===== config.mk =====
export PLATFORM = sky130hd
export DESIGN_NAME = amr_seq
export DESIGN_NICKNAME = d
export VERILOG_FILES = /design/src/rtl/amr_pkg.sv /design/src/rtl/amr_cfg_sel.sv /design/src/rtl/amr_window.sv /design/src/rtl/amr_capture.sv /design/src/rtl/amr_seq.sv
export SDC_FILE = /design/constraint.sdc
export NUM_CORES = 1
export LEC_CHECK = 0
export BUFFER_PORTS_ARGS = -buffer_cell sky130_fd_sc_hd__buf_2
export CAP_MARGIN = 20
export CORE_MARGIN = 1
export CORE_UTILIZATION = 45
export DETAILED_ROUTE_END_ITERATION = 8
export PLACE_DENSITY_LB_ADDON = 0.12
export SETUP_SLACK_MARGIN = 0.02
export SKIP_CTS_REPAIR_TIMING = 1
export SLEW_MARGIN = 5
export SYNTH_ARGS = -nofsm -noshare
export SYNTH_HDL_FRONTEND = slang
export SYNTH_HIERARCHICAL = 1
export SYNTH_SLANG_ARGS = --single-unit

===== constraint.sdc =====
create_clock -name clk -period 12.7 [get_ports clk]
set_clock_uncertainty 0.15 [all_clocks]
set_input_delay 0.635 -clock clk [delete_from_list [all_inputs] [get_ports clk]]
set_output_delay 0.635 -clock clk [all_outputs]
set_load 0.01 [all_outputs]

===== src/rtl/amr_pkg.sv =====
package amr_pkg;

  typedef enum logic {
    SEQ_IDLE = 1'b0,
    SEQ_RUN  = 1'b1
  } seq_state_e;

  // A zero pulse is not allowed; raise it to one cycle.
  function automatic int unsigned pulse_fix(input int unsigned v);
    return (v == 0) ? 1 : v;
  endfunction

  function automatic int unsigned max3(input int unsigned a,
                                       input int unsigned b,
                                       input int unsigned c);
    int unsigned m;
    m = (a > b) ? a : b;
    return (m > c) ? m : c;
  endfunction

  // Count k lies in the window [start, start+len).
  function automatic logic in_window(input int unsigned k,
                                     input int unsigned start,
                                     input int unsigned len);
    return (k >= start) && (k < start + len);
  endfunction

  // Count k is the final cycle of the window.
  function automatic logic window_last(input int unsigned k,
                                       input int unsigned start,
                                       input int unsigned len);
    return (k + 1) == (start + len);
  endfunction

endpackage


===== src/rtl/amr_cfg_sel.sv =====
module amr_cfg_sel
  import amr_pkg::*;
#(
  parameter int NCS = 4,
  parameter int TW  = 6,
  parameter int CSW = 2,
  parameter int CW  = 7
) (
  input  logic [NCS*TW-1:0] rd_setup_v,
  input  logic [NCS*TW-1:0] rd_pulse_v,
  input  logic [NCS*TW-1:0] cs_setup_v,
  input  logic [NCS*TW-1:0] cs_pulse_v,
  input  logic [NCS*TW-1:0] cycle_v,
  input  logic [NCS-1:0]    mode_v,
  input  logic [CSW-1:0]    sel,
  output logic [CW-1:0]     rs_o,
  output logic [CW-1:0]     rp_o,
  output logic [CW-1:0]     css_o,
  output logic [CW-1:0]     cp_o,
  output logic [CW-1:0]     eff_o,
  output logic              mode_o,
  output logic              zero_o
);

  logic [TW-1:0] rs_a  [NCS];
  logic [TW-1:0] rp_a  [NCS];
  logic [TW-1:0] css_a [NCS];
  logic [TW-1:0] cp_a  [NCS];
  logic [TW-1:0] cyc_a [NCS];

  for (genvar g = 0; g < NCS; g++) begin : g_unpack
    assign rs_a[g]  = rd_setup_v[g*TW +: TW];
    assign rp_a[g]  = rd_pulse_v[g*TW +: TW];
    assign css_a[g] = cs_setup_v[g*TW +: TW];
    assign cp_a[g]  = cs_pulse_v[g*TW +: TW];
    assign cyc_a[g] = cycle_v[g*TW +: TW];
  end

  always_comb begin
    rs_o   = CW'(rs_a[sel]);
    css_o  = CW'(css_a[sel]);
    rp_o   = CW'(pulse_fix(32'(rp_a[sel])));
    cp_o   = CW'(pulse_fix(32'(cp_a[sel])));
    eff_o  = CW'(max3(32'(cyc_a[sel]),
                      32'(rs_o) + 32'(rp_o),
                      32'(css_o) + 32'(cp_o)));
    mode_o = mode_v[sel];
    zero_o = (rp_a[sel] == '0) || (cp_a[sel] == '0);
  end

endmodule


===== src/rtl/amr_window.sv =====
module amr_window
  import amr_pkg::*;
#(
  parameter int CW = 7
) (
  input  logic          active,
  input  logic [CW-1:0] cnt,
  input  logic [CW-1:0] start,
  input  logic [CW-1:0] len,
  output logic          low,
  output logic          closing
);

  always_comb begin
    low     = active && in_window(32'(cnt), 32'(start), 32'(len));
    closing = active && window_last(32'(cnt), 32'(start), 32'(len));
  end

endmodule


===== src/rtl/amr_capture.sv =====
module amr_capture #(
  parameter int DW = 16
) (
  input  logic          clk,
  input  logic          rst_n,
  input  logic          fire,
  input  logic [DW-1:0] din,
  output logic [DW-1:0] dout,
  output logic          vld
);

  always_ff @(posedge clk) begin
    if (!rst_n) begin
      dout <= '0;
      vld  <= 1'b0;
    end else begin
      vld <= fire;
      if (fire) dout <= din;
    end
  end

endmodule


===== src/rtl/amr_seq.sv =====
module amr_seq
  import amr_pkg::*;
#(
  parameter int NCS = 4,
  parameter int AW  = 24,
  parameter int DW  = 16,
  parameter int TW  = 6,
  localparam int CSW = (NCS > 1) ? $clog2(NCS) : 1,
  localparam int BW  = DW / 8
) (
  input  logic              clk,
  input  logic              rst_n,
  input  logic              req_valid,
  input  logic [CSW-1:0]    req_cs,
  input  logic [AW-1:0]     req_addr,
  input  logic [BW-1:0]     req_be,
  input  logic [NCS*TW-1:0] cfg_rd_setup,
  input  logic [NCS*TW-1:0] cfg_rd_pulse,
  input  logic [NCS*TW-1:0] cfg_cs_setup,
  input  logic [NCS*TW-1:0] cfg_cs_pulse,
  input  logic [NCS*TW-1:0] cfg_cycle,
  input  logic [NCS-1:0]    cfg_rd_mode,
  input  logic [DW-1:0]     mem_din,
  output logic              busy,
  output logic              mem_rd_n,
  output logic [NCS-1:0]    mem_cs_n,
  output logic [AW-1:0]     mem_addr,
  output logic [BW-1:0]     mem_bs_n,
  output logic [DW-1:0]     rd_data,
  output logic              rd_valid,
  output logic              cfg_zero_err
);

  localparam int CW = TW + 1;

  seq_state_e     state;
  logic [CW-1:0]  cnt;
  logic [CSW-1:0] cs_q;
  logic [AW-1:0]  addr_q;
  logic [BW-1:0]  be_q;
  logic [CW-1:0]  rs_q, rp_q, css_q, cp_q, eff_q;
  logic           mode_q;
  logic           err_q;

  logic [CW-1:0]  sel_rs, sel_rp, sel_css, sel_cp, sel_eff;
  logic           sel_mode, sel_zero;

  // Named internal events, also observed by the checker
  logic seq_active;
  logic accept;
  logic final_cycle;
  logic rd_low, rd_close;
  logic cs_low, cs_close;
  logic sample_ev;
  logic lat_mode;

  assign seq_active  = (state == SEQ_RUN);
  assign accept      = (state == SEQ_IDLE) && req_valid;
  assign final_cycle = seq_active && (cnt == eff_q - 1'b1);
  assign lat_mode    = mode_q;

  amr_cfg_sel #(.NCS(NCS), .TW(TW), .CSW(CSW), .CW(CW)) u_sel (
    .rd_setup_v (cfg_rd_setup),
    .rd_pulse_v (cfg_rd_pulse),
    .cs_setup_v (cfg_cs_setup),
    .cs_pulse_v (cfg_cs_pulse),
    .cycle_v    (cfg_cycle),
    .mode_v     (cfg_rd_mode),
    .sel        (req_cs),
    .rs_o       (sel_rs),
    .rp_o       (sel_rp),
    .css_o      (sel_css),
    .cp_o       (sel_cp),
    .eff_o      (sel_eff),
    .mode_o     (sel_mode),
    .zero_o     (sel_zero)
  );

  always_ff @(posedge clk) begin
    if (!rst_n) begin
      state  <= SEQ_IDLE;
      cnt    <= '0;
      cs_q   <= '0;
      addr_q <= '0;
      be_q   <= '0;
      rs_q   <= '0;
      rp_q   <= CW'(1);
      css_q  <= '0;
      cp_q   <= CW'(1);
      eff_q  <= CW'(1);
      mode_q <= 1'b1;
      err_q  <= 1'b0;
    end else begin
      err_q <= accept && sel_zero;
      if (accept) begin
        state  <= SEQ_RUN;
        cnt    <= '0;
        cs_q   <= req_cs;
        addr_q <= req_addr;
        be_q   <= req_be;
        rs_q   <= sel_rs;
        rp_q   <= sel_rp;
        css_q  <= sel_css;
        cp_q   <= sel_cp;
        eff_q  <= sel_eff;
        mode_q <= sel_mode;
      end else if (final_cycle) begin
        state <= SEQ_IDLE;
      end else if (seq_active) begin
        cnt <= cnt + 1'b1;
      end
    end
  end

  amr_window #(.CW(CW)) u_rd_win (
    .active  (seq_active),
    .cnt     (cnt),
    .start   (rs_q),
    .len     (rp_q),
    .low     (rd_low),
    .closing (rd_close)
  );

  amr_window #(.CW(CW)) u_cs_win (
    .active  (seq_active),
    .cnt     (cnt),
    .start   (css_q),
    .len     (cp_q),
    .low     (cs_low),
    .closing (cs_close)
  );

  // Only the latched mode bit picks the sampling strobe.
  assign sample_ev = mode_q ? rd_close : cs_close;

  amr_capture #(.DW(DW)) u_cap (
    .clk   (clk),
    .rst_n (rst_n),
    .fire  (sample_ev),
    .din   (mem_din),
    .dout  (rd_data),
    .vld   (rd_valid)
  );

  for (genvar g = 0; g < NCS; g++) begin : g_csn
    assign mem_cs_n[g] = !(cs_low && (cs_q == CSW'(g)));
  end

  assign busy         = seq_active;
  assign mem_rd_n     = !rd_low;
  assign mem_addr     = addr_q;
  assign mem_bs_n     = ~be_q;
  assign cfg_zero_err = err_q;

endmodule


* Yosys cells after proc, flatten, opt, wreduce, memory -nomap -nowiden
Cells that the tools add are included.
** Cells by class
- Add/subtract/negate cells :: 7
- Order comparisons :: 8
- Eq/ne operators :: 6
- Multiplexer cells :: 24
- Bitwise logic cells :: 5
- Reduce and logical (&&, ||, !) cells :: 25
** Operators by type and width (number)
- 2-to-1 mux 6 bit :: 12
- == test 32 bit :: 2
- < comparator 7 x 32 -> 1 bit :: 2
- binary-select mux 6 bit (select 2 bit) :: 5
- > comparator 32 x 8 -> 1 bit :: 1
- > comparator 6 x 32 -> 1 bit :: 1
- adder 6 x 7 -> 8 bit :: 3
- >= comparator 7 x 6 -> 1 bit :: 2
- logical AND 1 bit :: 13
- zero test 6 bit :: 2
- adder 7 x 1 -> 8 bit, second input constant :: 1
- 2-to-1 mux 8 bit :: 1
- adder 6 x 6 -> 7 bit :: 1
- adder 7 x 1 -> 7 bit, second input constant :: 1
- == test 7 bit :: 1
- 2-to-1 mux 7 bit :: 1
- subtractor 7 x 1 -> 7 bit, second input constant :: 1
- zero test 1 bit :: 5
- == test 2 bit, second input constant :: 2
- 2-to-1 mux 1 bit :: 4
- >= comparator 3 bit, second input constant :: 1
- < comparator 2 x 3 -> 1 bit, second input constant :: 1
- NOT 1 bit :: 3
- NOT 2 -> 3 bit :: 1
- 8 further kinds :: 8
** Word-level totals
- Register bits after elaboration :: 88
- Output and inout bits :: 50
- Logic and storage cells :: 89

* Longest topological paths before layout
- Word-level depth :: 11
- Gate-level depth with buffers :: 27
- Mapped depth without buffers :: 25

* By module
The synthesis kept the hierarchy.
** By module, submodules not included
- amr_seq :: times used 1, cells each 361, area an instance 3007.9 um2
- amr_cfg_sel :: times used 1, cells each 157, area an instance 1739.2 um2
- amr_window :: times used 2, cells each 97, area an instance 805.8 um2
- amr_capture :: times used 1, cells each 53, area an instance 643.1 um2

* Worst setup path before layout
OpenSTA, ideal clock, no wires.
- Path type :: input to register
- Start point :: input req_cs[0]
- End point :: register eff_q[1]
- Arrival time :: 5.811 ns
- Data required time :: 12.428 ns
- Setup slack :: 6.617 ns
- Stages :: 24
- Cell sequence :: buf_6 -> buf_2 -> buf_2 -> mux4_2 -> ha_1 -> fa_1 -> a21o_1 -> a21oi_1 -> xnor2_1 -> inv_1 -> ha_1 -> and3_1 -> a221o_1 -> nand3_2 -> mux2i_1 -> inv_1 -> ha_1 -> a21o_1 -> a21oi_1 -> nor2b_1 -> o31ai_4 -> mux2_2 -> nand2_1 -> a21boi_0
** Between the ends
- Elaborated cells between the ends (all ways) :: 26
- Those cells by class :: add/sub: 2; order compare: 2; mux: 19; bitwise: 1; reduce/logical: 2
** RTL lines
- from (decl) :: RTL line amr_seq.sv:14 : input logic [CSW-1:0] req_cs,
- NOT 2 -> 3 bit (not written as such) * :: RTL line amr_cfg_sel.sv:40 : rs_o = CW'(rs_a[sel]);
- binary-select mux 6 bit (select 2 bit) * :: RTL line amr_cfg_sel.sv:40
- 2-to-1 mux 6 bit (not written as such) * (2 in a row) :: RTL line amr_cfg_sel.sv:40
- named net sel_rs[0] :: RTL line amr_seq.sv:45 : logic [CW-1:0] sel_rs, sel_rp, sel_css, sel_cp, sel_eff;
- adder 6 x 7 -> 8 bit * :: RTL line amr_cfg_sel.sv:45 : 32'(rs_o) + 32'(rp_o),
- > comparator 6 x 32 -> 1 bit :: RTL line amr_pkg.sv:17 : m = (a > b) ? a : b;
- 2-to-1 mux 8 bit * :: RTL line amr_pkg.sv:17
- > comparator 32 x 8 -> 1 bit :: RTL line amr_pkg.sv:18 : return (m > c) ? m : c;
- 2-to-1 mux 7 bit * :: RTL line amr_pkg.sv:18
- named net sel_eff[1] :: RTL line amr_seq.sv:45
- to (signal assigned) :: RTL line amr_seq.sv:105 : eff_q <= sel_eff;
- to (decl) :: RTL line amr_seq.sv:41 : logic [CW-1:0] rs_q, rp_q, css_q, cp_q, eff_q;
The timed path passes the listed nets; every way through them passes the cells marked *. The select of a mux whose other input is x is not followed.
A chain may end at the register's enable or synchronous reset.

* Final worst setup path
- Start point :: input req_cs[0]
- End point :: register eff_q[1]
** Between the ends
- Word-level cells in the longest chain between the ends :: 11
- Elaborated cells between the ends (all ways) :: 26
- Those cells by class :: add/sub: 2; order compare: 2; mux: 19; bitwise: 1; reduce/logical: 2
** RTL lines
- NOT 2 -> 3 bit (not written as such) * :: RTL line amr_cfg_sel.sv:42 : rp_o = CW'(pulse_fix(32'(rp_a[sel])));
- binary-select mux 6 bit (select 2 bit) * :: RTL line amr_cfg_sel.sv:42
- 2-to-1 mux 6 bit (not written as such) * (2 in a row) :: RTL line amr_cfg_sel.sv:42
- zero test 6 bit :: RTL line amr_pkg.sv:10 : return (v == 0) ? 1 : v;
- 2-to-1 mux 6 bit * :: RTL line amr_pkg.sv:10
- named net sel_rp[0] :: RTL line amr_seq.sv:45
- adder 6 x 7 -> 8 bit * :: RTL line amr_cfg_sel.sv:45
- > comparator 6 x 32 -> 1 bit :: RTL line amr_pkg.sv:17
- 2-to-1 mux 8 bit * :: RTL line amr_pkg.sv:17
- > comparator 32 x 8 -> 1 bit :: RTL line amr_pkg.sv:18
- 2-to-1 mux 7 bit * :: RTL line amr_pkg.sv:18
- named net sel_eff[1] :: RTL line amr_seq.sv:45
Marked as above.

==> qor.csv <==
metric,value,unit
status,"complete, no violations",
top cell type's share of synthesized area,0.257,
unrepaired setup endpoints after global routing,false,
ys flop type,dfxtp_1,
"Clk Latency, worst-skew pair",0.34,ns
final worst slack,6.72,ns
Critical-path top delay cell,mux4_1,
Final Hold Viols,0,
Post-DP HPWL,13.5,mm
GR Util met2,0.396,
# rows,45,
Max-Cap Viols,0,
dpl ws,5.96,ns
fin. max-slew vios,0,
Post-synth EDFFs,0,
ys async rst share,0,
"Largest stage delay, worst path",0.59,ns
global route total overflow,0,
VDD IR max,0.0000628,V
"Seq/Total Area, Yosys",0.257,
Starting DRT DRC Count,344,
Initial Utilization,0.461,
initial antenna violation count,0,
critical path class,input port to flip-flop,
f_max,0.167,GHz
Worst Hold Class,flip-flop to flip-flop,
Routed WL,17.7,mm
Routed Antenna Nets,0,
Bufs and invs on worst path,4,
post-synthesis cell type count,66,
ANT cells,0,
total number of vias,6095,
met3 GRT Util,0.0253,
CTS Buf Count,9,
worst-path fanout max,29,
Synth area leader,dfxtp_1,
CP arrival,6.06,ns
Worst Path Required,12.78,ns
PwrDens,120,nW/µm²
Tcrit/Tclk final,0.471,
Yosys warnings,6,
CTS max path bufs,2,
Synth top cells by count,"nand2_1 (149), dfxtp_1 (90), ha_1 (71)",
Final min period,5.98,ns
Post-DP Area,8170,µm²
Worst-Margin Slew,0.850,ns
#FFs+latches synth,90,
Root Driver,clkbuf_16,
syn avg cell area,9.15,µm²
die area,16100,µm²
Avg WL per Cell,15.3,µm
setup tns final,0,ns
GR Util met1,0.288,
cell mode on critical path,ha_1,
Critical Path End Type,flip-flop,
TritonCTS clock tree,built,
Core Footprint,15200,µm²
IO Pins,221,
Final #Nets,1213,
IO buf count,220,
Leak,3.86,nW
Pre-antenna DRT Iters,4,
"count leader, synth",nand2_1,
Synth Cell Area,7000,µm²
routability cong.,0.851,
Critical Path Source Type,input port,
GRT Total Usage,0.224,
Min Hold Slack,0.312,ns
vias in the first global route,5845,
Vias/cell,5.26,
DRC,0,
Top delay family on crit path,compound AO/OA/AOI/OAI gates,
layout cells sized above 1,0.302,
Finish-stage setup viols,0,
area grow syn2layout,21.4,%
die width,127,µm
worst-path cell chain,buf_2 -> buf_12 -> mux4_1 -> nand2b_1 -> ha_1 -> fa_1 -> a21o_1 -> a21oi_1 -> xnor2_1 -> inv_1 -> ha_1 -> and3_1 -> a221o_1 -> nand3_2 -> mux2i_1 -> inv_1 -> ha_1 -> a21o_1 -> a21oi_1 -> nor2b_1 -> o31ai_4 -> mux2_2 -> nand2_1 -> a21boi_0,
Layout fillers,1442,
wire length of the first global-routing pass,28.7,mm
synth top area cells,"dfxtp_1 (26%), ha_1 (13%), mux4_2 (8.7%), nand2_1 (8.0%), a21boi_0 (6.4%)",
Clock H-tree levels,3,
busiest grt layer,met2,
largest net degree at the start of global routing,86,
Die H,127,µm
Slew headroom,0.432,
final instance area,8500,µm²
CTS Sinks,90,
clock slew at reported path FFs,0.07,ns
Final Util,0.559,
Syn Inst Count,765,
==> cells in the final DEF (no fill, tap or decap), types with 5 or more instances in the layout <==
master and n:
a2111oi_2 5, a211oi_1 5, a21boi_0 60, a21o_1 18, a21oi_1 23, and3_1 8, buf_2 220, clkbuf_16 9
dfxtp_1 90, ha_1 71, inv_1 39, mux2i_1 23, mux4_1 5, mux4_2 27, nand2_1 148, nand2b_1 5
nand3_1 14, nor2_1 10, nor2b_1 23, nor3_1 6, o21a_1 7, o21ai_0 12, o21bai_1 9, xnor2_1 28
xor2_1 14
==> where the power goes <==
| part | leakage (nW) | switching (mW) | internal [mW] |
|---|---|---|---|
| Sequential | 0.736 | 0.0263 | 0.308 |
| Clock | 0.140 | 0.122 | 0.154 |
| Combinational | 2.99 | 0.214 | 0.196 |
==> worst reg2reg max path, stage by stage, from the launching register on <==
cell,delay (ns)
dfxtp_1,0.76
ha_1,0.38
xor2_2,0.11
a2111oi_2,0.37
o221ai_1,0.18
a2111oi_2,0.40
o311a_1,0.27
mux2_2,0.50
mux2i_1,0.25
nor2b_1,0.06
==> metal layers <==
| layer | part of all wire | vias to the layer above |
|---|---|---|
| met3 | 0.044 | 18 |
| met1 | 0.46 | 2790 |
| met4 | 0.012 | 0 |
| li1 | - | 3128 |
| met2 | 0.49 | 159 |
| met5 | 0 | - |
==> metrics by stage <==
| step | cells | total power, mW |
|---|---|---|
| 2_1_floorplan | 768 | 0.646 |
| 3_3_place_gp | 1142 | 0.741 |
| 3_5_place_dp | 1142 | 0.746 |
| 4_1_cts | 1157 | 1.03 |
| 5_1_grt | 1159 | 1.09 |
| 6_report | 1159 | 1.02 |
==> final cells by class <==
type | instances | area (µm²) | share of cell area
inverters | 41 | 154 | 0.0181
repair buffers | 226 | 1160 | 0.136
well taps | 188 | 235 | 0.0277
flip-flops and latches | 90 | 1800 | 0.212
multi-input cells | 599 | 4850 | 0.571
clock inverters | 6 | 73.8 | 0.00869
clock buffers | 9 | 225 | 0.0265
==> path summary, 6_finish.rpt <==
path / from / to / slack, ns / depth (start not counted)
min: mem_addr[2]$_SDFFE_PN0P_ / mem_addr[2]$_SDFFE_PN0P_ / 0.31 / 2
min reg2reg: mem_addr[2]$_SDFFE_PN0P_ / mem_addr[2]$_SDFFE_PN0P_ / 0.31 / 2
max reg2reg: cnt[1]$_SDFFE_PP0P_ / u_cap/dout[13]$_SDFFE_PN0P_ / 9.16 / 9
max: req_cs[0] / eff_q[1]$_SDFFE_PN0P_ / 6.72 / 24
==> cell families after synthesis <==
| logic type | synth area share |
|---|---|
| buffers and inverters | 0.0533 |
| adder cells (fa/ha/maj) | 0.138 |
| other | 0.000536 |
| XOR/XNOR | 0.0572 |
| AO/OA/AOI/OAI | 0.177 |
| flip-flops | 0.257 |
| AND/OR/NAND/NOR | 0.169 |
| multiplexers | 0.147 |
==> registers in the layout, indices dropped and copies added (netlist names), 2 cells and up <==
| register | flops |
|---|---|
| mem_addr | 24 |
| u_cap/dout | 16 |
| cnt | 7 |
| cp_q | 7 |
| css_q | 7 |
| eff_q | 7 |
| rp_q | 7 |
| rs_q | 7 |
| be_q | 2 |
| cs_q | 2 |
Note: power is estimated with default switching activity, not from simulation.
